File: src/rtl/hpc_pkg.sv
package hpc_pkg;

  typedef enum logic [1:0] {
    PH_IDLE = 2'd0,
    PH_ENRG = 2'd1,
    PH_FULL = 2'd2,
    PH_CHOP = 2'd3
  } phase_t;

  localparam int unsigned MS_W = 9;

  // energize length in millisecond ticks for each code
  function automatic logic [MS_W-1:0] energize_ms(input logic [3:0] code);
    logic [MS_W-1:0] ms;
    case (code)
      4'd0:  ms = 9'd0;
      4'd1:  ms = 9'd3;
      4'd2:  ms = 9'd5;
      4'd3:  ms = 9'd10;
      4'd4:  ms = 9'd15;
      4'd5:  ms = 9'd20;
      4'd6:  ms = 9'd30;
      4'd7:  ms = 9'd50;
      4'd8:  ms = 9'd80;
      4'd9:  ms = 9'd110;
      4'd10: ms = 9'd140;
      4'd11: ms = 9'd170;
      4'd12: ms = 9'd200;
      4'd13: ms = 9'd230;
      4'd14: ms = 9'd260;
      default: ms = 9'd300;
    endcase
    return ms;
  endfunction

endpackage

File: src/rtl/hpc_energize_timer.sv
module hpc_energize_timer #(
  parameter int unsigned MS_W = 9
) (
  input  logic            clk,
  input  logic            rst_n,
  input  logic            run,
  input  logic            ms_tick,
  input  logic [MS_W-1:0] target,
  output logic            expired
);

  logic [MS_W-1:0] cnt_q;
  logic [MS_W-1:0] cnt_d;
  logic [MS_W:0]   cnt_inc;

  assign cnt_inc = {1'b0, cnt_q} + {{MS_W{1'b0}}, 1'b1};

  always_comb begin
    cnt_d = cnt_q;
    if (!run) begin
      cnt_d = '0;
    end else if (ms_tick) begin
      cnt_d = cnt_inc[MS_W-1:0];
    end
  end

  assign expired = run & ms_tick & (cnt_inc >= {1'b0, target});

  always_ff @(posedge clk or negedge rst_n) begin
    if (!rst_n) begin
      cnt_q <= '0;
    end else begin
      cnt_q <= cnt_d;
    end
  end

endmodule

File: src/rtl/hpc_chop_gen.sv
module hpc_chop_gen #(
  parameter int unsigned SLOT_CYC = 250
) (
  input  logic       clk,
  input  logic       rst_n,
  input  logic       run,
  input  logic [2:0] duty,
  output logic       on
);

  localparam int unsigned PRE_W = $clog2(4 * SLOT_CYC + 1);

  logic [PRE_W-1:0] pre_q, pre_d, slot_last;
  logic [2:0]       slot_q, slot_d;

  // slower chopping for the two smallest duties
  always_comb begin
    case (duty)
      3'd1:    slot_last = PRE_W'(4 * SLOT_CYC - 1);
      3'd2:    slot_last = PRE_W'(2 * SLOT_CYC - 1);
      default: slot_last = PRE_W'(SLOT_CYC - 1);
    endcase
  end

  always_comb begin
    pre_d  = pre_q;
    slot_d = slot_q;
    if (!run) begin
      pre_d  = '0;
      slot_d = '0;
    end else if (pre_q >= slot_last) begin
      pre_d  = '0;
      slot_d = slot_q + 3'd1;
    end else begin
      pre_d  = pre_q + {{(PRE_W-1){1'b0}}, 1'b1};
    end
  end

  assign on = run & (slot_q < duty);

  always_ff @(posedge clk or negedge rst_n) begin
    if (!rst_n) begin
      pre_q  <= '0;
      slot_q <= '0;
    end else begin
      pre_q  <= pre_d;
      slot_q <= slot_d;
    end
  end

endmodule

File: src/rtl/hold_pwm_channel.sv
module hold_pwm_channel #(
  parameter int unsigned CLK_HZ = 100_000_000
) (
  input  logic       clk,
  input  logic       rst_n,
  input  logic       ms_tick,
  input  logic       data_bit,
  input  logic [7:0] ctrl,
  input  logic       hold_start,
  input  logic       force_off,
  output logic       gate_on
);
  import hpc_pkg::*;

  localparam int unsigned BASE_HZ    = 50_000;
  localparam int unsigned PERIOD_CYC = CLK_HZ / BASE_HZ;
  localparam int unsigned SLOT_CYC   = PERIOD_CYC / 8;

  phase_t     phase_q, phase_d;
  logic       data_q;
  logic       rise;
  logic       tmr_en;
  logic [2:0] duty;
  logic [3:0] ecode;
  logic       expired;
  logic       chop_on;
  logic       gate_raw;

  assign tmr_en = ctrl[7];
  assign duty   = ctrl[6:4];
  assign ecode  = ctrl[3:0];
  assign rise   = data_bit & ~data_q;

  hpc_energize_timer #(.MS_W(MS_W)) u_timer (
    .clk     (clk),
    .rst_n   (rst_n),
    .run     (phase_q == PH_ENRG),
    .ms_tick (ms_tick),
    .target  (energize_ms(ecode)),
    .expired (expired)
  );

  hpc_chop_gen #(.SLOT_CYC(SLOT_CYC)) u_chop (
    .clk   (clk),
    .rst_n (rst_n),
    .run   (phase_q == PH_CHOP),
    .duty  (duty),
    .on    (chop_on)
  );

  always_comb begin
    phase_d = phase_q;
    if (!data_bit || force_off) begin
      phase_d = PH_IDLE;
    end else if (rise) begin
      if (ecode == 4'd0) begin
        phase_d = tmr_en ? PH_CHOP : PH_FULL;
      end else begin
        phase_d = PH_ENRG;
      end
    end else if (phase_q == PH_ENRG) begin
      if (hold_start) begin
        phase_d = PH_CHOP;
      end else if (expired) begin
        phase_d = tmr_en ? PH_CHOP : PH_FULL;
      end
    end
  end

  always_ff @(posedge clk or negedge rst_n) begin
    if (!rst_n) begin
      phase_q <= PH_IDLE;
      data_q  <= 1'b0;
    end else begin
      phase_q <= phase_d;
      data_q  <= data_bit;
    end
  end

  always_comb begin
    case (phase_q)
      PH_ENRG, PH_FULL: gate_raw = 1'b1;
      PH_CHOP:          gate_raw = chop_on;
      default:          gate_raw = 1'b0;
    endcase
  end

  assign gate_on = gate_raw & data_bit & ~force_off;

endmodule

File: config.mk
export PLATFORM = sky130hd
export DESIGN_NAME = hold_pwm_channel
export DESIGN_NICKNAME = d
export VERILOG_FILES = /design/src/rtl/hpc_pkg.sv /design/src/rtl/hpc_energize_timer.sv /design/src/rtl/hpc_chop_gen.sv /design/src/rtl/hold_pwm_channel.sv
export SDC_FILE = /design/constraint.sdc
export NUM_CORES = 1
export LEC_CHECK = 0
export ABC_CLOCK_PERIOD_IN_PS = 5850
export BUFFER_PORTS_ARGS = -buffer_cell sky130_fd_sc_hd__buf_4
export CAP_MARGIN = 15
export CELL_PAD_IN_SITES_DETAIL_PLACEMENT = 0
export CELL_PAD_IN_SITES_GLOBAL_PLACEMENT = 2
export CORE_UTILIZATION = 41
export CTS_CLUSTER_DIAMETER = 80
export DETAILED_ROUTE_END_ITERATION = 7
export PLACE_DENSITY_LB_ADDON = 0.1
export SLEW_MARGIN = 10
export SYNTH_ARGS = -nofsm -noshare
export SYNTH_HDL_FRONTEND = slang
export SYNTH_SLANG_ARGS = --single-unit
File: constraint.sdc
create_clock -name clk -period 5.85 [get_ports clk]
set_input_delay 0.2925 -clock clk [delete_from_list [all_inputs] [get_ports clk]]
set_output_delay 0.2925 -clock clk [all_outputs]
set_load 0.1 [all_outputs]
==> metrics.md <==
| Metric | Value |
|---|---|
| Post-synthesis sequential area ratio | 31.8% |
| Routed wire per std cell | 13.2 um |
| Post-route antenna net violation count | 0 |
| DP Area | 2120 sq um |
| FMAX | between 300 and 400 MHz |
| H-tree levels | 1 |
| IO Pins | 15 |
| Clock transition at path regs | around 0.09 ns |
| Peak supply drop | 0.0803 mV |
| Status | finished, violations left |
| Core box area | 4470 sq um |
| Yosys warns | 0 |
| Vias in the first global route | 1532 |
| Setup TNS | 0 ns |
| Worst slew margin | 33.2% |
| Final min period | roughly 2.7 ns |
| FFs w/ async S/R, synth | 100% |
| Hold Fails Final Rpt | 0 |
| FF+latch area | 626 sq um |
| Residual DRC | 1 |
| RePlAce Congestion | 0.838 |
| Tot GR Track Use | 16.2% |
| Crit path buffers/inverters | 0 |
| Deepest clock path buffer count | 2 |
| Initial antenna violation count | 0 |
| Worst Path Required | 6.01 ns |
| Fin Clk Skew | 0.00386 ns |
| Commonest non-fill, non-tap cells in the layout | 29 x ha_1, 25 x dfrtp_1, 24 x nand2_1 |
| Std-Cell Rows | 24 |
| Root buf cell | clkbuf_8 |
| Syn_nets | 259 |
| Predominant post-synthesis flop cell | dfrtp_1 |
| CP cell instances | ha_1, and3_2, and3_1, nand3_1, xnor2_1, ha_1, nor2b_1, a311oi_1, a32oi_2, mux2_1 |
| Worst Path Max Fanout | 5 |
| CTS tree | yes |
| Diode count | 0 |
| Num CTS Buffers | 3 |
| Critical path class | reg2reg |
| Cts hold-fix bufs | 1 |
| Setup bufs post-CTS | 0 |
| Top cell by count, worst path | ha_1 |
| Post_cts resized | 0 |
| CP delay by family, top | simple AND/OR/NAND/NOR gates |
| Dpl cells | 277 |
| Layout cells sized above 1 | 10.4% |
| Fin nets | 274 |
| Final hold slack | 0.155 ns |
| Most common cell after layout, fill and taps aside | ha_1 |
| Drt first pass iters | 6 |
| Worst slack at placement | 3.10 ns |
| Power Density | between 150 and 200 nW/um^2 |
| Initial core utilization | 44.0% |
| Count of final setup violators | 0 |
| Hold WC Path Type | in2reg |
| Post-synth cell types | 36 |
| Crit path DAT | 2.90 ns |
| Static leakage | 1.06 nW |
| Worst path slowest cell | dfrtp_1 |
| Worst Tran Pin Value | 0.999 ns |
| PortBufs | 14 |
| Final wirelength | 3710 um |
| Max Slew Vio Count | 0 |
| Full die area | roughly 5100 sq um |
| Fin cells | roughly 280 |
| Design area | 2180 sq um |
| Area grow syn2layout | 10.6% |
| Total number of vias | roughly 1500 |
| Largest net degree at the start of global routing | 26 |
| Die width | 71.3 um |
| Vias/cell | ~5.2 |
| FILL cells | 445 |
| Crit start category | flip-flop |
| Die height | around 71 um |
| Initial DRC Count | 36 |
| Setup ws final | 3.11 ns |
| CP peak stage delay | 0.48 ns |
| First-pass GRT wire length | roughly 6500 um |
| Post-synth EDFFs | 0 |
| Syn_area_per_cell | 9.12 sq um |
| GRT overflow | 0 |
| Area of the mapped netlist | 1970 sq um |
| CP Capture Type | flip-flop |
| Area occupied by multi-input gates | ~1300 sq um |
| Dpl hpwl | 2950 um |
| Failing checks | DRC |
| Clock Latency Late Sink | 0.27 ns |
| Period Utilization, post-route | a little under half |
| #FFs+latches synth | 25 |
| RSZ-0062 raised after global routing | false |
| Post-synthesis cell count | between 200 and 250 |
| TritonCTS Sinks | 25 |
| Number of max-cap violations | 0 |
[cells by family after synthesis]
logic type / after synthesis / share of synthesized area (%)
AOI/OAI and AO/OA: 26 / 8.39
xor gates and xnor gates: 24 / 10.7
adders and majority gates: 29 / 18.4
buffers and inverters: 18 / 3.49
DFF: 25 / 31.8
muxes: 9 / 5.27
and+or+nand+nor: 85 / 22.0
[final timing paths]
kind                                              startpoint                            to  slack, ns  depth (start not counted)
worst min-delay path                                data_bit              data_q$_DFF_PN0_       0.15                          1
worst min register to register     u_chop.pre_q[0]$_DFF_PN0_     u_chop.pre_q[0]$_DFF_PN0_       0.51                          1
worst max-delay path            u_timer.cnt_q[0]$_DFFE_PN0P_        phase_q[1]$_DFFE_PN0P_       3.11                         10
max in group asynchronous                              rst_n     u_chop.pre_q[3]$_DFF_PN0_       5.11                          2
worst max register to register  u_timer.cnt_q[0]$_DFFE_PN0P_        phase_q[1]$_DFFE_PN0P_       3.11                         10
min in group asynchronous                              rst_n  u_chop.slot_q[1]$_DFFE_PN0P_       0.49                          2
[flip-flops by register name, indices dropped and copies added, names as in the netlist]
signal / cells
u_timer.cnt_q: 9
data_q: 1
u_chop.slot_q: 3
phase_q: 2
u_chop.pre_q: 10
[Yosys cell counts, types with 2 or more instances]
cell | number | area (sq um)
and2_1 | 7 | 43.8
inv_1 | 13 | 48.8
nor2b_1 | 5 | 31.3
nand2_1 | 24 | 90.1
clkbuf_1 | 4 | 15.0
xor2_1 | 13 | 114
mux2i_1 | 7 | 70.1
dfrtp_1 | 25 | 626
nor3_1 | 2 | 10.0
nand4_1 | 2 | 12.5
ha_1 | 29 | 363
nand2b_1 | 4 | 25.0
a211o_1 | 2 | 17.5
and3_1 | 4 | 25.0
nand3_1 | 9 | 45.0
o21ai_0 | 6 | 30.0
xnor2_1 | 11 | 96.3
a21oi_1 | 11 | 55.1
nor2_1 | 21 | 78.8
[through the flow]
stage / util, % / power (mW)
5_1_grt: 48.7 / 0.361
4_1_cts: 48.7 / 0.347
6_report: 48.7 / 0.340
3_3_place_gp: 47.4 / 0.236
3_5_place_dp: 47.4 / 0.239
2_1_floorplan: - / 0.217
[power breakdown]
group          switching [mW]  leakage [nW]  internal, mW  total, mW
registers             0.00283         0.345         0.175      0.178
logic                  0.0326         0.691        0.0242     0.0568
clock network          0.0567        0.0217        0.0483      0.105
total                  0.0921          1.06         0.248      0.340
[layer usage]
| layer | up-vias | track usage (%) | wire (um) |
|---|---|---|---|
| li1 | 758 | - | - |
| met1 | 688 | 19.1 | 1670 |
| met2 | 11 | 31.1 | 1940 |
| met3 | 5 | 1.69 | 59 |
| met4 | 0 | 4.00 | 36 |
| met5 | - | 0 | 0 |
[area by class of cell]
class	instances	area share, %
clock buffer	3	1.90
tap	52	2.99
sequential	25	28.7
timing repair buffer	15	5.28
inverter	13	2.24
clock inverter	1	0.345
multi-input combinational	173	58.5
Note: power is estimated with default switching activity, not from simulation.
